File: config.mk
export PLATFORM = sky130hd
export DESIGN_NAME = score_sequencer
export DESIGN_NICKNAME = d
export VERILOG_FILES = /design/src/rtl/seq_pkg.sv /design/src/rtl/seq_tick_gen.sv /design/src/rtl/seq_event_decode.sv /design/src/rtl/seq_part_voice.sv /design/src/rtl/score_sequencer.sv
export SDC_FILE = /design/constraint.sdc
export NUM_CORES = 1
export LEC_CHECK = 0
export CAP_MARGIN = 20
export CORE_ASPECT_RATIO = 2
export CORE_MARGIN = 1.5
export CORE_UTILIZATION = 49
export CTS_CLUSTER_SIZE = 25
export DETAILED_ROUTE_END_ITERATION = 7
export GPL_TIMING_DRIVEN = 0
export PLACE_DENSITY = 0.74
export REMOVE_ABC_BUFFERS = 1
export SYNTH_ARGS = -nofsm -noshare
export SYNTH_HDL_FRONTEND = slang
export SYNTH_SLANG_ARGS = --single-unit
File: constraint.sdc
create_clock -name clk -period 4 [get_ports clk]
set_input_delay 0.4 -clock clk [delete_from_list [all_inputs] [get_ports clk]]
set_output_delay 0.4 -clock clk [all_outputs]
set_load 0.01 [all_outputs]
File: src/rtl/seq_pkg.sv
package seq_pkg;

   localparam int            EV_W       = 16;
   localparam int            TICK_W     = 6;
   localparam logic [5:0]    REST_TAG   = 6'b001100;
   localparam logic [3:0]    LONG_FIRST = 4'hB;
   localparam logic [2:0]    TIE_CODE   = 3'd7;

   typedef enum logic [1:0] {
      SQ_IDLE  = 2'd0,
      SQ_FETCH = 2'd1,
      SQ_WAIT  = 2'd2
   } sq_state_t;

   typedef struct packed {
      logic              is_rest;
      logic [1:0]        part;
      logic [1:0]        blk;
      logic [3:0]        pitch;
      logic              vib;
      logic [TICK_W-1:0] gap;
      logic [TICK_W-1:0] len;
      logic              tie;
      logic              tch_en;
      logic [2:0]        tch_sel;
   } ev_fields_t;

   // interval code to gap in ticks (48 ticks per whole note)
   function automatic logic [TICK_W-1:0] gap_ticks(input logic [3:0] code);
      logic [TICK_W-1:0] g;
      case (code)
         4'h0:    g = 6'd0;
         4'h1:    g = 6'd2;
         4'h2:    g = 6'd3;
         4'h3:    g = 6'd4;
         4'h4:    g = 6'd6;
         4'h5:    g = 6'd8;
         4'h6:    g = 6'd9;
         4'h7:    g = 6'd12;
         4'h8:    g = 6'd18;
         4'h9:    g = 6'd24;
         4'hA:    g = 6'd48;
         4'hB:    g = 6'd0;
         4'hC:    g = 6'd16;
         4'hD:    g = 6'd24;
         4'hE:    g = 6'd36;
         default: g = 6'd48;
      endcase
      return g;
   endfunction

   // length code to sounding ticks; zero marks a tie
   function automatic logic [TICK_W-1:0] len_ticks(input logic [3:0] icode,
                                                   input logic [2:0] lcode);
      logic [TICK_W-1:0] l;
      if (icode < LONG_FIRST) begin
         case (lcode)
            3'd0:    l = 6'd1;
            3'd1:    l = 6'd2;
            3'd2:    l = 6'd3;
            3'd3:    l = 6'd5;
            3'd4:    l = 6'd7;
            3'd5:    l = 6'd8;
            3'd6:    l = 6'd11;
            default: l = 6'd17;
         endcase
      end else begin
         case (lcode)
            3'd0:    l = 6'd15;
            3'd1:    l = 6'd23;
            3'd2:    l = 6'd29;
            3'd3:    l = 6'd32;
            3'd4:    l = 6'd35;
            3'd5:    l = 6'd41;
            3'd6:    l = 6'd47;
            default: l = 6'd0;
         endcase
      end
      return l;
   endfunction

endpackage

File: src/rtl/seq_tick_gen.sv
module seq_tick_gen #(
   parameter int TEMPO_W = 8
) (
   input  logic               clk,
   input  logic               rst_n,
   input  logic               en,
   input  logic               strobe,
   input  logic [TEMPO_W-1:0] tempo,
   output logic               tick
);

   logic [TEMPO_W-1:0] cnt;
   logic               at_end;

   assign at_end = (cnt >= tempo);
   assign tick   = en & strobe & at_end;

   always_ff @(posedge clk or negedge rst_n) begin
      if (!rst_n)
         cnt <= '0;
      else if (!en)
         cnt <= '0;
      else if (strobe)
         cnt <= at_end ? '0 : cnt + TEMPO_W'(1);
   end

   // a divider above one never yields ticks on consecutive clocks
   assert_tick_spacing_R2: assert property (@(posedge clk) disable iff (!rst_n)
      (tick && tempo != '0 && $stable(tempo)) |=> !tick);

endmodule

File: src/rtl/seq_event_decode.sv
module seq_event_decode
   import seq_pkg::*;
(
   input  logic [EV_W-1:0] word,
   output ev_fields_t      ev
);

   logic [3:0] icode;
   logic [2:0] lcode;

   assign icode = word[6:3];
   assign lcode = word[2:0];

   always_comb begin
      ev.is_rest = (word[15:10] == REST_TAG);
      ev.part    = word[9:8];
      ev.blk     = word[15:14];
      ev.pitch   = word[13:10];
      ev.vib     = word[7];
      ev.gap     = gap_ticks(icode);
      ev.len     = len_ticks(icode, lcode);
      ev.tie     = (icode >= LONG_FIRST) && (lcode == TIE_CODE);
      ev.tch_en  = word[7];
      ev.tch_sel = lcode;
   end

endmodule

File: src/rtl/seq_part_voice.sv
module seq_part_voice
   import seq_pkg::*;
#(
   parameter int BLK_W   = 2,
   parameter int PITCH_W = 4
) (
   input  logic               clk,
   input  logic               rst_n,
   input  logic               stop,
   input  logic               load,
   input  logic               tick,
   input  logic [BLK_W-1:0]   in_blk,
   input  logic [PITCH_W-1:0] in_pitch,
   input  logic               in_vib,
   input  logic [TICK_W-1:0]  in_len,
   input  logic               in_tie,
   output logic               key_on,
   output logic               key_off,
   output logic               sounding,
   output logic [BLK_W-1:0]   blk,
   output logic [PITCH_W-1:0] pitch,
   output logic               vib
);

   logic [TICK_W-1:0] remain;
   logic              tie_q;

   always_ff @(posedge clk or negedge rst_n) begin
      if (!rst_n) begin
         key_on   <= 1'b0;
         key_off  <= 1'b0;
         sounding <= 1'b0;
         tie_q    <= 1'b0;
         remain   <= '0;
         blk      <= '0;
         pitch    <= '0;
         vib      <= 1'b0;
      end else if (stop) begin
         key_on   <= 1'b0;
         key_off  <= sounding;
         sounding <= 1'b0;
         tie_q    <= 1'b0;
         remain   <= '0;
      end else if (load) begin
         key_on   <= 1'b1;
         key_off  <= 1'b0;
         sounding <= 1'b1;
         tie_q    <= in_tie;
         remain   <= in_len;
         blk      <= in_blk;
         pitch    <= in_pitch;
         vib      <= in_vib;
      end else begin
         key_on  <= 1'b0;
         key_off <= 1'b0;
         if (sounding && !tie_q && tick) begin
            if (remain <= TICK_W'(1)) begin
               key_off  <= 1'b1;
               sounding <= 1'b0;
               remain   <= '0;
            end else begin
               remain <= remain - TICK_W'(1);
            end
         end
      end
   end

   assert_keyon_sounds_R3: assert property (@(posedge clk) disable iff (!rst_n)
      key_on |-> sounding);

   assert_keyoff_silent_R6: assert property (@(posedge clk) disable iff (!rst_n)
      key_off |-> !sounding);

   assert_tie_holds_R7: assert property (@(posedge clk) disable iff (!rst_n)
      (sounding && tie_q && !stop && !load) |=> !key_off);

endmodule

File: src/rtl/score_sequencer.sv
module score_sequencer
   import seq_pkg::*;
#(
   parameter  int NUM_PARTS    = 4,
   parameter  int TEMPO_W      = 8,
   parameter  int TIMBRE_W     = 3,
   parameter  int FIELD_STRIDE = 4,
   localparam int PART_W       = $clog2(NUM_PARTS),
   localparam int ALLOC_W      = NUM_PARTS * FIELD_STRIDE
) (
   input  logic                   clk,
   input  logic                   rst_n,
   input  logic                   base_strobe,
   input  logic [TEMPO_W-1:0]     tempo,
   input  logic                   run,
   input  logic [EV_W-1:0]        fifo_data,
   input  logic                   fifo_empty,
   output logic                   fifo_pop,
   input  logic [ALLOC_W-1:0]     alloc_cur,
   output logic [NUM_PARTS-1:0]   key_on,
   output logic [NUM_PARTS-1:0]   key_off,
   output logic [NUM_PARTS-1:0]   sounding,
   output logic [2*NUM_PARTS-1:0] part_block,
   output logic [4*NUM_PARTS-1:0] part_pitch,
   output logic [NUM_PARTS-1:0]   part_vib,
   output logic                   alloc_wr,
   output logic [ALLOC_W-1:0]     alloc_wdata
);

   // elaboration checks: the event word carries a 2-bit part and 3-bit timbre
   if (NUM_PARTS != 4) begin : g_bad_parts
      $error("score_sequencer: event format addresses exactly four parts");
   end
   if (TIMBRE_W != 3) begin : g_bad_timbre
      $error("score_sequencer: rest events carry a 3-bit timbre number");
   end
   if (FIELD_STRIDE < TIMBRE_W) begin : g_bad_stride
      $error("score_sequencer: allocation field stride narrower than timbre");
   end
   if (TEMPO_W < 1) begin : g_bad_tempo
      $error("score_sequencer: tempo width must be positive");
   end

   sq_state_t         state;
   ev_fields_t        d;
   logic              tick_raw;
   logic              tick_use;
   logic              stall;
   logic              pop;
   logic [TICK_W-1:0] gap_cnt;

   seq_tick_gen #(.TEMPO_W(TEMPO_W)) u_tick (
      .clk    (clk),
      .rst_n  (rst_n),
      .en     (run),
      .strobe (base_strobe),
      .tempo  (tempo),
      .tick   (tick_raw)
   );

   seq_event_decode u_dec (
      .word (fifo_data),
      .ev   (d)
   );

   assign stall    = (state == SQ_FETCH) && fifo_empty;
   assign pop      = run && (state == SQ_FETCH) && !fifo_empty;
   assign fifo_pop = pop;
   assign tick_use = tick_raw && !stall;

   always_ff @(posedge clk or negedge rst_n) begin
      if (!rst_n) begin
         state   <= SQ_IDLE;
         gap_cnt <= '0;
      end else if (!run) begin
         state   <= SQ_IDLE;
         gap_cnt <= '0;
      end else begin
         case (state)
            SQ_IDLE:  state <= SQ_FETCH;
            SQ_FETCH: if (pop) begin
                         gap_cnt <= d.gap;
                         state   <= (d.gap == '0) ? SQ_FETCH : SQ_WAIT;
                      end
            SQ_WAIT:  if (tick_use) begin
                         if (gap_cnt == TICK_W'(1)) state <= SQ_FETCH;
                         gap_cnt <= gap_cnt - TICK_W'(1);
                      end
            default:  state <= SQ_IDLE;
         endcase
      end
   end

   // per-part voices
   for (genvar p = 0; p < NUM_PARTS; p++) begin : g_part
      logic load_p;
      assign load_p = pop && !d.is_rest && (d.part == PART_W'(p));

      seq_part_voice #(.BLK_W(2), .PITCH_W(4)) u_voice (
         .clk      (clk),
         .rst_n    (rst_n),
         .stop     (!run),
         .load     (load_p),
         .tick     (tick_use),
         .in_blk   (d.blk),
         .in_pitch (d.pitch),
         .in_vib   (d.vib),
         .in_len   (d.len),
         .in_tie   (d.tie),
         .key_on   (key_on[p]),
         .key_off  (key_off[p]),
         .sounding (sounding[p]),
         .blk      (part_block[2*p +: 2]),
         .pitch    (part_pitch[4*p +: 4]),
         .vib      (part_vib[p])
      );
   end

   // deferred timbre reassignment
   logic [NUM_PARTS-1:0] pend;
   logic [TIMBRE_W-1:0]  pend_sel [NUM_PARTS];
   logic [ALLOC_W-1:0]   merged;

   always_comb begin
      merged = alloc_cur;
      for (int p = 0; p < NUM_PARTS; p++) begin
         if (d.part == PART_W'(p))
            merged[p*FIELD_STRIDE +: TIMBRE_W] = pend_sel[p];
      end
   end

   always_ff @(posedge clk or negedge rst_n) begin
      if (!rst_n) begin
         pend        <= '0;
         alloc_wr    <= 1'b0;
         alloc_wdata <= '0;
         for (int p = 0; p < NUM_PARTS; p++) pend_sel[p] <= '0;
      end else begin
         alloc_wr <= 1'b0;
         if (pop && d.is_rest && d.tch_en) begin
            pend[d.part]     <= 1'b1;
            pend_sel[d.part] <= d.tch_sel;
         end else if (pop && !d.is_rest && pend[d.part]) begin
            pend[d.part] <= 1'b0;
            alloc_wr     <= 1'b1;
            alloc_wdata  <= merged;
         end
      end
   end

   assert_keyon_single_R3: assert property (@(posedge clk) disable iff (!rst_n)
      $onehot0(key_on));

   assert_gap_spaces_pops_R4: assert property (@(posedge clk) disable iff (!rst_n)
      (fifo_pop && d.gap != '0) |=> !fifo_pop);

   assert_zero_gap_refetch_R5: assert property (@(posedge clk) disable iff (!rst_n)
      (fifo_pop && d.gap == '0) |=> (!run || fifo_empty || fifo_pop));

   assert_alloc_with_note_R9: assert property (@(posedge clk) disable iff (!rst_n)
      alloc_wr |-> (key_on != '0));

   assert_starve_holds_R10: assert property (@(posedge clk) disable iff (!rst_n)
      (run && stall) |=> (key_off == '0));

   assert_stop_silences_R11: assert property (@(posedge clk) disable iff (!rst_n)
      !run |=> (key_on == '0 && !fifo_pop));

endmodule

==> results of run 1 <==
[routing by layer]
layer | global-route usage | vias up
met2 | 0.480 | 182
met3 | 0.0520 | 59
met5 | 0 | -
met1 | 0.254 | 2627
met4 | 0.150 | 0
li1 | - | 2576
[cells by family (layout without fill, tap and decap cells)]
logic type	after synthesis	count (layout)	share of synthesized area
flip-flops	117	117	0.463
adder cells (fa/ha/maj)	24	24	0.0475
multiplexers	23	23	0.0400
XOR/XNOR	3	3	0.00416
AO/OA/AOI/OAI	173	173	0.185
buffers and inverters	87	173	0.0651
AND/OR/NAND/NOR	273	273	0.195
[how the worst max path moves through the flow]
stage	from	to	slack [ns]	cells after the start
6_report	run	g_part[2].u_voice.remain[3]	0.51	7
4_1_cts	run	g_part[2].u_voice.remain[3]	0.63	7
3_3_place_gp	rst_n	gap_cnt[5]	-1.91	1
2_1_floorplan	fifo_data[14]	g_part[2].u_voice.remain[3]	1.65	6
5_1_grt	run	g_part[2].u_voice.remain[3]	0.40	7
3_5_place_dp	run	g_part[2].u_voice.remain[3]	0.24	6
[per-stage QoR]
step | utilization | instances | hold WS (ns) | setup slack, ns | area [µm²]
after global routing | 0.630 | 936 | 0.398 | 0.403 | 7900
final | 0.630 | 936 | 0.378 | 0.513 | 7900
after CTS | 0.630 | 936 | 0.382 | 0.632 | 7900
after floorplan | - | 651 | 0.104 | 1.65 | 6060
after global placement | 0.579 | 903 | 0.460 | -1.91 | 7260
after detailed placement | 0.581 | 904 | 0.253 | 0.240 | 7290
[power breakdown]
part	switching [mW]	leakage [nW]	internal [mW]
combinational	0.519	1.77	0.419
clock	0.581	0.288	0.984
sequential	0.124	1.57	1.35
total	1.22	3.63	2.75
[sequential cells by signal, indices dropped and copies added, names as in the netlist, 6 cells and up, named ones only]
signal,cells
g_part.u_voice.pitch,16
gap_cnt,6
alloc_wdata,16
u_tick.cnt,8
g_part.u_voice.blk,8
pend_sel,12
g_part.u_voice.remain,24
[synthesized netlist by cell type (3+ instances only)]
cell | n | share of area
sky130_fd_sc_hd__o311ai_0 | 3 | 0.0042
sky130_fd_sc_hd__a32oi_1 | 5 | 0.0069
sky130_fd_sc_hd__or3_1 | 4 | 0.0040
sky130_fd_sc_hd__nor4_1 | 6 | 0.0059
sky130_fd_sc_hd__o211ai_4 | 3 | 0.010
sky130_fd_sc_hd__nor3b_1 | 7 | 0.0083
sky130_fd_sc_hd__o21a_1 | 5 | 0.0059
sky130_fd_sc_hd__nor2b_1 | 5 | 0.0049
sky130_fd_sc_hd__dfrtp_1 | 117 | 0.46
sky130_fd_sc_hd__nand2_1 | 149 | 0.088
sky130_fd_sc_hd__nand2b_1 | 13 | 0.013
sky130_fd_sc_hd__o21ai_0 | 62 | 0.049
sky130_fd_sc_hd__buf_4 | 18 | 0.021
sky130_fd_sc_hd__mux2_2 | 8 | 0.014
sky130_fd_sc_hd__inv_1 | 34 | 0.020
sky130_fd_sc_hd__o211ai_1 | 3 | 0.0036
sky130_fd_sc_hd__ha_1 | 24 | 0.047
sky130_fd_sc_hd__o22ai_1 | 13 | 0.013
sky130_fd_sc_hd__nand3_1 | 16 | 0.013
sky130_fd_sc_hd__o21ai_1 | 8 | 0.0063
sky130_fd_sc_hd__clkbuf_1 | 17 | 0.010
sky130_fd_sc_hd__o32a_1 | 3 | 0.0047
sky130_fd_sc_hd__inv_2 | 3 | 0.0018
sky130_fd_sc_hd__a21oi_1 | 32 | 0.025
sky130_fd_sc_hd__a32o_1 | 3 | 0.0047
sky130_fd_sc_hd__mux2i_1 | 14 | 0.022
sky130_fd_sc_hd__and3_1 | 8 | 0.0079
sky130_fd_sc_hd__nor3_1 | 11 | 0.0087
sky130_fd_sc_hd__o31ai_1 | 3 | 0.0036
sky130_fd_sc_hd__buf_2 | 14 | 0.011
sky130_fd_sc_hd__a31oi_1 | 5 | 0.0049
sky130_fd_sc_hd__nor2_1 | 41 | 0.024
sky130_fd_sc_hd__nand4_1 | 3 | 0.0030
sky130_fd_sc_hd__a211oi_2 | 4 | 0.0079
[layout make-up]
cell class,count,area (µm²),share of cell area
timing repair buffer,104,1060,0.134
tap,150,188,0.0237
multi-input combinational,496,2990,0.378
inverter,38,143,0.0180
sequential,117,2930,0.370
clock inverter,13,171,0.0217
clock buffer,18,429,0.0543
[cell usage in the layout, fill, tap and decap left out, types with 4 or more instances in the layout]
cell type / count
sky130_fd_sc_hd__o22ai_1: 13
sky130_fd_sc_hd__a32oi_1: 5
sky130_fd_sc_hd__o21ai_0: 62
sky130_fd_sc_hd__clkbuf_16: 17
sky130_fd_sc_hd__ha_1: 24
sky130_fd_sc_hd__dfrtp_1: 117
sky130_fd_sc_hd__mux2i_1: 14
sky130_fd_sc_hd__mux2_2: 8
sky130_fd_sc_hd__clkdlybuf4s50_1: 101
sky130_fd_sc_hd__a211oi_2: 4
sky130_fd_sc_hd__nor3b_1: 7
sky130_fd_sc_hd__nor2_1: 41
sky130_fd_sc_hd__nor4_1: 6
sky130_fd_sc_hd__o21a_1: 5
sky130_fd_sc_hd__o21ai_1: 8
sky130_fd_sc_hd__nand2_1: 149
sky130_fd_sc_hd__a31oi_1: 5
sky130_fd_sc_hd__nand3_1: 16
sky130_fd_sc_hd__nor2b_1: 5
sky130_fd_sc_hd__nor3_1: 11
sky130_fd_sc_hd__inv_6: 4
sky130_fd_sc_hd__a21oi_1: 32
sky130_fd_sc_hd__inv_1: 34
sky130_fd_sc_hd__and3_1: 8
sky130_fd_sc_hd__nand2b_1: 13
sky130_fd_sc_hd__or3_1: 4
[repair_timing]
item	4_1_cts	5_1_grt
endpoints found under the setup margin	0	0
hold endpoints to repair	18	0
hold buffers	1	0
==> run_results.csv, run 1 <==
group,metric,value,unit
clocking,cts_num_sinks,117,
detailed_routing,dr_wl_met3,645,µm
grt,antenna_found_initial,0,
detailed_routing,detail_route.wl_per_cell,17.9,µm
detailed_routing,met2_wirelength,9360,µm
placed_design,hpwl_detailed,12100,µm
critical_path,worstReg2RegEnd,"gap_cnt[3]",
synthesis,ys_types,67,
synthesis,yosysSeqAreaShare,0.463,
timing,min_period,3.49,ns
timing,setup_violations,0,
run_status,status,"complete, no violations",
floorplanning,floorplan.die_area,13600,µm²
detailed_routing,route.detailed.vias_per_inst,5.82,
finish,area_growth,25.0,%
floorplanning,io_pins,103,
clocking,total_of_cells_resized_after_clock_tree_synthesis,0,
clocking,cts.path.max_buffers,2,
clocking,cts_tree,"yes",
finish,number_of_nets_in_the_final_layout,843,
power,total_power_after_layout,3.98,mW
clocking,cts_inserted_buffers,17,
power,total_power_divided_by_cell_area,503,nW/µm²
synthesis,syn_area,6320,µm²
critical_path,worst_ep_arrival_time,3.81,ns
power,power_leakage,3.63,nW
detailed_routing,detail_route.iter0.violations,291,
critical_path,critical_path.endpoint_type,"flop",
floorplanning,rows,58,
timing,worst_slew_pin_slew,1.13,ns
timing,max-slew-margin-rel,0.244,
synthesis,synthFlopType,"sky130_fd_sc_hd__dfrtp_1",
clocking,htree_num_levels,4,
clocking,worst_setup_hold_path_clk_slew,0.06,ns
grt,grt_start_max_net_pins,100,
timing,finalHoldViolations,0,
critical_path,critPathLaunchType,"primary input",
flow_run,drv.max_cap_violation_count,0,
floorplanning,die_height,164,µm
critical_path,worstPathRequired,4.33,ns
synthesis,synth_warnings,0,
grt,globalRouteOverflowTotal,0,
finish,post_route_cells_drive_above_1_share,0.0751,
detailed_routing,drc_errors,0,
critical_path,critical_path.reg2reg.startpoint,"u_tick.cnt[3]",
timing,max_freq,287,MHz
synthesis,postSynthCellCount,700,
grt,groute.usage.overall,0.255,
synthesis,synth_enable_flop_cells,0,
critical_path,cp_top_family,"buffers and inverters",
floorplanning,initial_utilization,0.504,
detailed_routing,highest_layer,"met4",
finish,diodes,0,
timing,tns,0,ns
worst_hold_path,worst_hold_check_path_type,"primary input to asynchronous set/reset pin",
critical_path,reg2regPathDepth,7,
synthesis,syn-mean-instance-area,9.04,µm²
critical_path,critical_path_buf_inv_count,2,
timing,maxSlewViolCount,0,
critical_path,crit_chain,"clkdlybuf4s50_1, and4bb_2, o211ai_4, inv_1, a211oi_2, o21ai_0, o21ai_0",
synthesis,ys_seq_elements,117,
clocking,insertion_delay,0.42,ns
floorplanning,die_w,83.3,µm
detailed_routing,via_count,5444,
clocking,post-cts-setup-buffer-count,0,
critical_path,most_used_cell_along_the_critical_path,"sky130_fd_sc_hd__o21ai_0",
power,power.ir.vdd_worst,0.414,mV
critical_path,slowest_stage,"sky130_fd_sc_hd__clkdlybuf4s50_1",
grt,global_route_wire_length_before_repair,27300,µm
placed_design,port_buffers,102,
timing,max_clock_skew,0.00877,ns
floorplanning,design.core.area,12600,µm²
detailed_routing,finalWirelength,16800,µm
detailed_routing,drtAntennaViolNets,0,
critical_path,worst_path_largest_cell_delay,1.01,ns
clocking,cts_root_buffer,"sky130_fd_sc_hd__clkbuf_16",
critical_path,rrSetupSlack,1.38,ns
synthesis,asyncSetResetFlopFracSynth,1.00,
finish,final.fill_count,1024,
critical_path,worst-setup-path-type,"primary input to flop",
grt,grt_pass1_vias,5604,
placed_design,globalplace.congestion,0.868,
timing,grt_setup_unrepaired,"false",
detailed_routing,wirelength_met1,6020,µm
timing,finalCritPeriodShare,0.872,
critical_path,worst-path-max-fanout,30,
detailed_routing,detail_route.first_pass.iterations,5,
(Power assumes the default switching activity.)
==> run 2: changes to the inputs <==
--- a/config.mk
+++ b/config.mk
@@ -11,8 +11,8 @@
 export CORE_UTILIZATION = 49
 export CTS_CLUSTER_SIZE = 25
 export DETAILED_ROUTE_END_ITERATION = 7
+export DONT_BUFFER_PORTS = 1
 export GPL_TIMING_DRIVEN = 0
-export PLACE_DENSITY = 0.74
 export REMOVE_ABC_BUFFERS = 1
 export SYNTH_ARGS = -nofsm -noshare
 export SYNTH_HDL_FRONTEND = slang
==> run_results.csv, run 2 (same netlist as run 1, synthesis figures left out) <==
group,metric,value,unit
power,total_power_divided_by_cell_area,541,nW/µm²
critical_path,worst-path-max-fanout,18,
finish,number_of_nets_in_the_final_layout,742,
placed_design,hpwl_detailed,11100,µm
clocking,cts_num_sinks,117,
timing,setup_violations,0,
critical_path,critical_path.endpoint_type,"flop",
finish,multi_input_combinational_cell_area,2990,µm²
critical_path,worst_ep_arrival_time,2.98,ns
floorplanning,die_height,164,µm
placed_design,port_buffers,0,
detailed_routing,route.detailed.vias_per_inst,5.98,
finish,layout.cells.most_common,"sky130_fd_sc_hd__nand2_1",
floorplanning,design.core.area,12600,µm²
critical_path,worst-setup-path-type,"primary input to flop",
floorplanning,rows,58,
timing,min_period,2.64,ns
detailed_routing,finalWirelength,15600,µm
clocking,cts_inserted_buffers,17,
run_status,status,"complete, no violations",
finish,area_growth,8.92,%
floorplanning,floorplan.die_area,13600,µm²
flow_run,drv.max_cap_violation_count,0,
grt,global_route_wire_length_before_repair,25600,µm
finish,largest_register,"g_part.u_voice.remain",
clocking,total_of_cells_resized_after_clock_tree_synthesis,0,
clocking,cts_root_buffer,"sky130_fd_sc_hd__clkbuf_16",
placed_design,globalplace.congestion,0.859,
finish,largest_register_ffs,24,
clocking,htree_num_levels,4,
grt,grt_pass1_vias,5076,
detailed_routing,drtAntennaViolNets,0,
finish,reg_top3,"g_part.u_voice.remain (24), alloc_wdata (16), g_part.u_voice.pitch (16)",
timing,finalCritPeriodShare,0.659,
detailed_routing,detail_route.wl_per_cell,18.7,µm
finish,final.fill_count,1138,
timing,grt_setup_unrepaired,"false",
clocking,cts.path.max_buffers,2,
critical_path,cp_top_family,"compound AO/OA/AOI/OAI gates",
clocking,cts_tree,"yes",
critical_path,critPathLaunchType,"primary input",
floorplanning,initial_utilization,0.504,
timing,max-slew-margin-rel,0.475,
critical_path,crit_chain,"nand4bb_1, o211ai_4, inv_1, a211oi_2, o21ai_0, o21ai_0",
critical_path,worst_path_largest_cell_delay,0.68,ns
critical_path,worstPathRequired,4.34,ns
power,power_leakage,3.25,nW
grt,grt_start_max_net_pins,118,
timing,tns,0,ns
timing,max_freq,379,MHz
timing,finalHoldViolations,0,
detailed_routing,detail_route.first_pass.iterations,5,
critical_path,critical_path_buf_inv_count,1,
finish,ff_latch_area,2930,µm²
timing,worst_slew_pin_slew,0.780,ns
finish,layout.cells.most_common_list,"149 x sky130_fd_sc_hd__nand2_1, 117 x sky130_fd_sc_hd__dfrtp_1, 62 x sky130_fd_sc_hd__o21ai_0",
floorplanning,die_w,83.3,µm
worst_hold_path,worst_hold_check_path_type,"primary input to flop",
timing,maxSlewViolCount,0,
finish,diodes,0,
detailed_routing,via_count,4997,
floorplanning,io_pins,103,
grt,antenna_found_initial,0,
detailed_routing,detail_route.iter0.violations,294,
grt,globalRouteOverflowTotal,0,
grt,groute.usage.overall,0.240,
detailed_routing,drc_errors,0,
finish,fin_util,0.549,
critical_path,slowest_stage,"sky130_fd_sc_hd__o211ai_4",
timing,max_clock_skew,0.00964,ns
power,power.ir.vdd_worst,0.348,mV
finish,post_route_cells_drive_above_1_share,0.0861,
clocking,worst_setup_hold_path_clk_slew,0.06,ns
clocking,insertion_delay,0.42,ns
critical_path,most_used_cell_along_the_critical_path,"sky130_fd_sc_hd__o21ai_0",
==> run 2: cell count changes in the layout (fill, tap and decap cells not counted), sizes merged <==
| cell | previous run | this run |
|---|---|---|
| clkdlybuf4s50 | 101 | 0 |
| clkinvlp | 2 | 3 |
| clkbuf | 18 | 19 |
| inv | 41 | 39 |
==> run 2: repair_timing <==
item                       CTS  global route
buffers inserted             0             0
hold endpoints to repair   117             0
setup endpoints to repair    0             0
hold buffers                 2             0
==> run 2: path summary, 6_finish.rpt <==
path                            slack [ns]     startpoint  cells past startpoint                          end
max in group asynchronous             2.92          rst_n                      2                u_tick.cnt[0]
worst max register to register        1.37  u_tick.cnt[5]                      7                   gap_cnt[3]
worst max-delay path                  1.36  fifo_data[14]                      6  g_part[2].u_voice.remain[4]
min in group asynchronous             0.62          rst_n                      2               alloc_wdata[0]
worst min register to register        0.49    pend_sel[5]                      2                  pend_sel[5]
worst min-delay path                  0.09  fifo_data[12]                      2   g_part[0].u_voice.pitch[2]
==> run 2: final cells by class <==
class / count / area share
clock buffer: 19 / 0.0643
inverter: 38 / 0.0207
clock inverter: 12 / 0.0223
sequential: 117 / 0.425
tap: 150 / 0.0272
multi-input combinational: 496 / 0.433
timing repair buffer: 3 / 0.00708
==> run 2: worst reg2reg max path, delay by kind of cell (launching register included) <==
family / cells / cell delay [ns]
simple gates: 3 / 0.89
compound gates: 3 / 0.87
flops: 1 / 0.44
fa+ha+maj: 1 / 0.32
==> run 2: routing by layer <==
layer	up-vias	track usage	part of all wire	wire [µm]
li1	2363	-	-	-
met1	2404	0.262	0.38	5850
met2	199	0.430	0.54	8400
met3	31	0.0601	0.056	871
met4	0	0.120	0.031	480
met5	-	0	0	0
==> run 2: per-stage QoR <==
stage	power (mW)	hold WS (ns)	worst slack [ns]	cells	area, µm²
2_1_floorplan	1.99	0.104	1.65	651	6060
3_3_place_gp	2.12	0.107	0.929	801	6240
3_5_place_dp	2.16	0.107	0.868	801	6240
4_1_cts	3.74	0.0766	1.32	834	6880
5_1_grt	3.91	0.0754	1.14	835	6890
6_report	3.72	0.0862	1.36	835	6890
==> run 2: report_power, final <==
group | leakage, nW | total, mW | switching (mW) | internal, mW
sequential | 1.57 | 1.54 | 0.185 | 1.35
clock | 0.286 | 1.55 | 0.561 | 0.992
combinational | 1.39 | 0.634 | 0.393 | 0.241
total | 3.25 | 3.72 | 1.14 | 2.58
==> run 3: changes to the inputs <==
==> constraint.sdc (replaced) <==
create_clock -name clk -period 2.5 [get_ports clk]
set_input_delay 0.25 -clock clk [delete_from_list [all_inputs] [get_ports clk]]
set_output_delay 0.25 -clock clk [all_outputs]
set_load 0.01 [all_outputs]
==> run_results.csv, run 3 (same netlist as run 1, synthesis figures left out) <==
group,metric,value,unit
run_status,status,"finished, violations left",
run_status,failing_checks,"hold timing",
critical_path,worst-path-max-fanout,12,
grt,grt_pass1_vias,5220,
finish,largest_register_ffs,24,
detailed_routing,detail_route.iter0.violations,371,
floorplanning,die_w,83.3,µm
critical_path,critPathLaunchType,"flop",
timing,max_freq,426,MHz
timing,setup_violations,0,
floorplanning,floorplan.die_area,13600,µm²
clocking,cts_tree,"yes",
timing,min_period,2.35,ns
finish,number_of_nets_in_the_final_layout,765,
power,share_clk_of_total_power,0.416,
finish,layout.cells.most_common,"sky130_fd_sc_hd__nand2_1",
clocking,htree_num_levels,4,
critical_path,worst_ep_arrival_time,2.64,ns
power,total_power_divided_by_cell_area,837,nW/µm²
detailed_routing,via_count,5170,
detailed_routing,detail_route.wl_per_cell,19.1,µm
grt,antenna_found_initial,0,
detailed_routing,finalWirelength,16400,µm
floorplanning,die_height,164,µm
power,share_seq_of_total_power,0.411,
clocking,worst_setup_hold_path_clk_slew,0.06,ns
power,total_power_after_layout,5.98,mW
finish,area_growth,13.0,%
placed_design,port_buffers,0,
worst_hold_path,worst_hold_check_path_type,"primary input to asynchronous set/reset pin",
finish,stdcell_area,7150,µm²
grt,global_route_wire_length_before_repair,26400,µm
floorplanning,rows,58,
timing,holdWs,-0.470,ns
timing,max_clock_skew,0.0106,ns
timing,worst_slew_pin_slew,0.786,ns
power,cell_internal_pwr,4.16,mW
finish,post_route_cells_drive_above_1_share,0.0960,
detailed_routing,route.detailed.vias_per_inst,6.03,
timing,maxSlewViolCount,0,
timing,max-slew-margin-rel,0.471,
timing,tns,0,ns
clocking,holdBufCountCts,16,
placed_design,placed_instance_area,6240,µm²
floorplanning,design.core.area,12600,µm²
timing,finalHoldViolations,117,
placed_design,globalplace.congestion,0.859,
power,power_leakage,3.37,nW
power,switching_power,1.82,mW
power,net_switching_share_of_the_total_power,0.304,
critical_path,worstPathRequired,2.79,ns
clocking,insertion_delay,0.42,ns
detailed_routing,drc_errors,0,
clocking,cts_root_buffer,"sky130_fd_sc_hd__clkbuf_16",
timing,finalCritPeriodShare,0.939,
finish,layout.cells.most_common_list,"149 x sky130_fd_sc_hd__nand2_1, 117 x sky130_fd_sc_hd__dfrtp_1, 62 x sky130_fd_sc_hd__o21ai_0",
clocking,cts_inserted_buffers,17,
finish,largest_register,"g_part.u_voice.remain",
grt,grt_start_max_net_pins,118,
power,pwr-share-comb,0.173,
floorplanning,initial_utilization,0.504,
power,power.ir.vdd_worst,0.548,mV
placed_design,hpwl_detailed,11100,µm
finish,reg_top3,"g_part.u_voice.remain (24), alloc_wdata (16), g_part.u_voice.pitch (16)",
detailed_routing,detail_route.first_pass.iterations,5,
grt,groute.usage.overall,0.249,
detailed_routing,drtAntennaViolNets,0,
finish,diodes,0,
critical_path,critical_path.endpoint_type,"flop",
grt,globalRouteOverflowTotal,0,
clocking,cts_num_sinks,117,
critical_path,worst-setup-path-type,"flop to flop",
clocking,cts.path.max_buffers,2,
flow_run,drv.max_cap_violation_count,0,
floorplanning,io_pins,103,
timing,grt_setup_unrepaired,"false",
run 3: per-layer routing:
metal | track usage | up-vias | share of wire | wire length [µm]
met5 | 0 | - | 0 | 0
met2 | 0.456 | 201 | 0.54 | 8910
met1 | 0.263 | 2519 | 0.36 | 5980
met3 | 0.0616 | 42 | 0.061 | 1000
li1 | - | 2408 | - | -
met4 | 0.121 | 0 | 0.033 | 542
run 3: path summary, 6_finish.rpt:
kind | slack, ns | end | startpoint | cells past startpoint
min in group clk | 0.03 | g_part[3].u_voice.sounding | run | 2
worst min-delay path | -0.47 | alloc_wdata[10] | rst_n | 0
worst max register to register | 0.15 | g_part[1].u_voice.remain[1] | u_tick.cnt[0] | 10
worst min register to register | 0.49 | pend_sel[2] | pend_sel[2] | 2
max in group asynchronous | 2.81 | g_part[1].u_voice.remain[0] | rst_n | 0
worst max-delay path | 0.15 | g_part[1].u_voice.remain[1] | u_tick.cnt[0] | 10
run 3: area by class of cell:
class | instances | area, µm²
timing repair buffer | 26 | 277
inverter | 38 | 143
clock buffer | 19 | 443
fill | 1113 | 5410
tap | 150 | 188
sequential | 117 | 2930
multi-input combinational | 496 | 3020
clock inverter | 12 | 154
run 3: metrics by stage:
| step | cells | util | worst slack, ns |
|---|---|---|---|
| after floorplan | 651 | - | 0.264 |
| after global placement | 801 | 0.497 | -0.421 |
| after detailed placement | 801 | 0.497 | -0.482 |
| after CTS | 848 | 0.558 | -0.0402 |
| after global routing | 858 | 0.569 | 0.00528 |
| final | 858 | 0.569 | 0.153 |
run 3: worst max-delay path, cell delays in order (launching register included):
cell                        delay (ns)
sky130_fd_sc_hd__dfrtp_1          0.40
sky130_fd_sc_hd__inv_1            0.06
sky130_fd_sc_hd__ha_1             0.26
sky130_fd_sc_hd__nand2b_1         0.17
sky130_fd_sc_hd__a2111oi_4        0.44
sky130_fd_sc_hd__o21ai_4          0.11
sky130_fd_sc_hd__buf_4            0.18
sky130_fd_sc_hd__a211oi_4         0.22
sky130_fd_sc_hd__buf_4            0.21
sky130_fd_sc_hd__buf_4            0.13
sky130_fd_sc_hd__a21oi_1          0.06
run 3: timing repair:
| item | CTS | global route |
|---|---|---|
| gates resized for setup | 2 | 3 |
| hold endpoints to repair | 169 | 117 |
| pin swaps | 0 | 5 |
| setup buffers | 0 | 9 |
| setup endpoints to repair | 13 | 27 |
run 3: power by group through the flow:
stage | sequential (mW) | clock (mW) | combinational, mW
2_1_floorplan | 2.41 | 0 | 0.775
3_3_place_gp | 2.48 | 0 | 0.918
3_5_place_dp | 2.48 | 0 | 0.966
4_1_cts | 2.46 | 2.52 | 1.00
5_1_grt | 2.49 | 2.60 | 1.17
6_report | 2.46 | 2.49 | 1.03
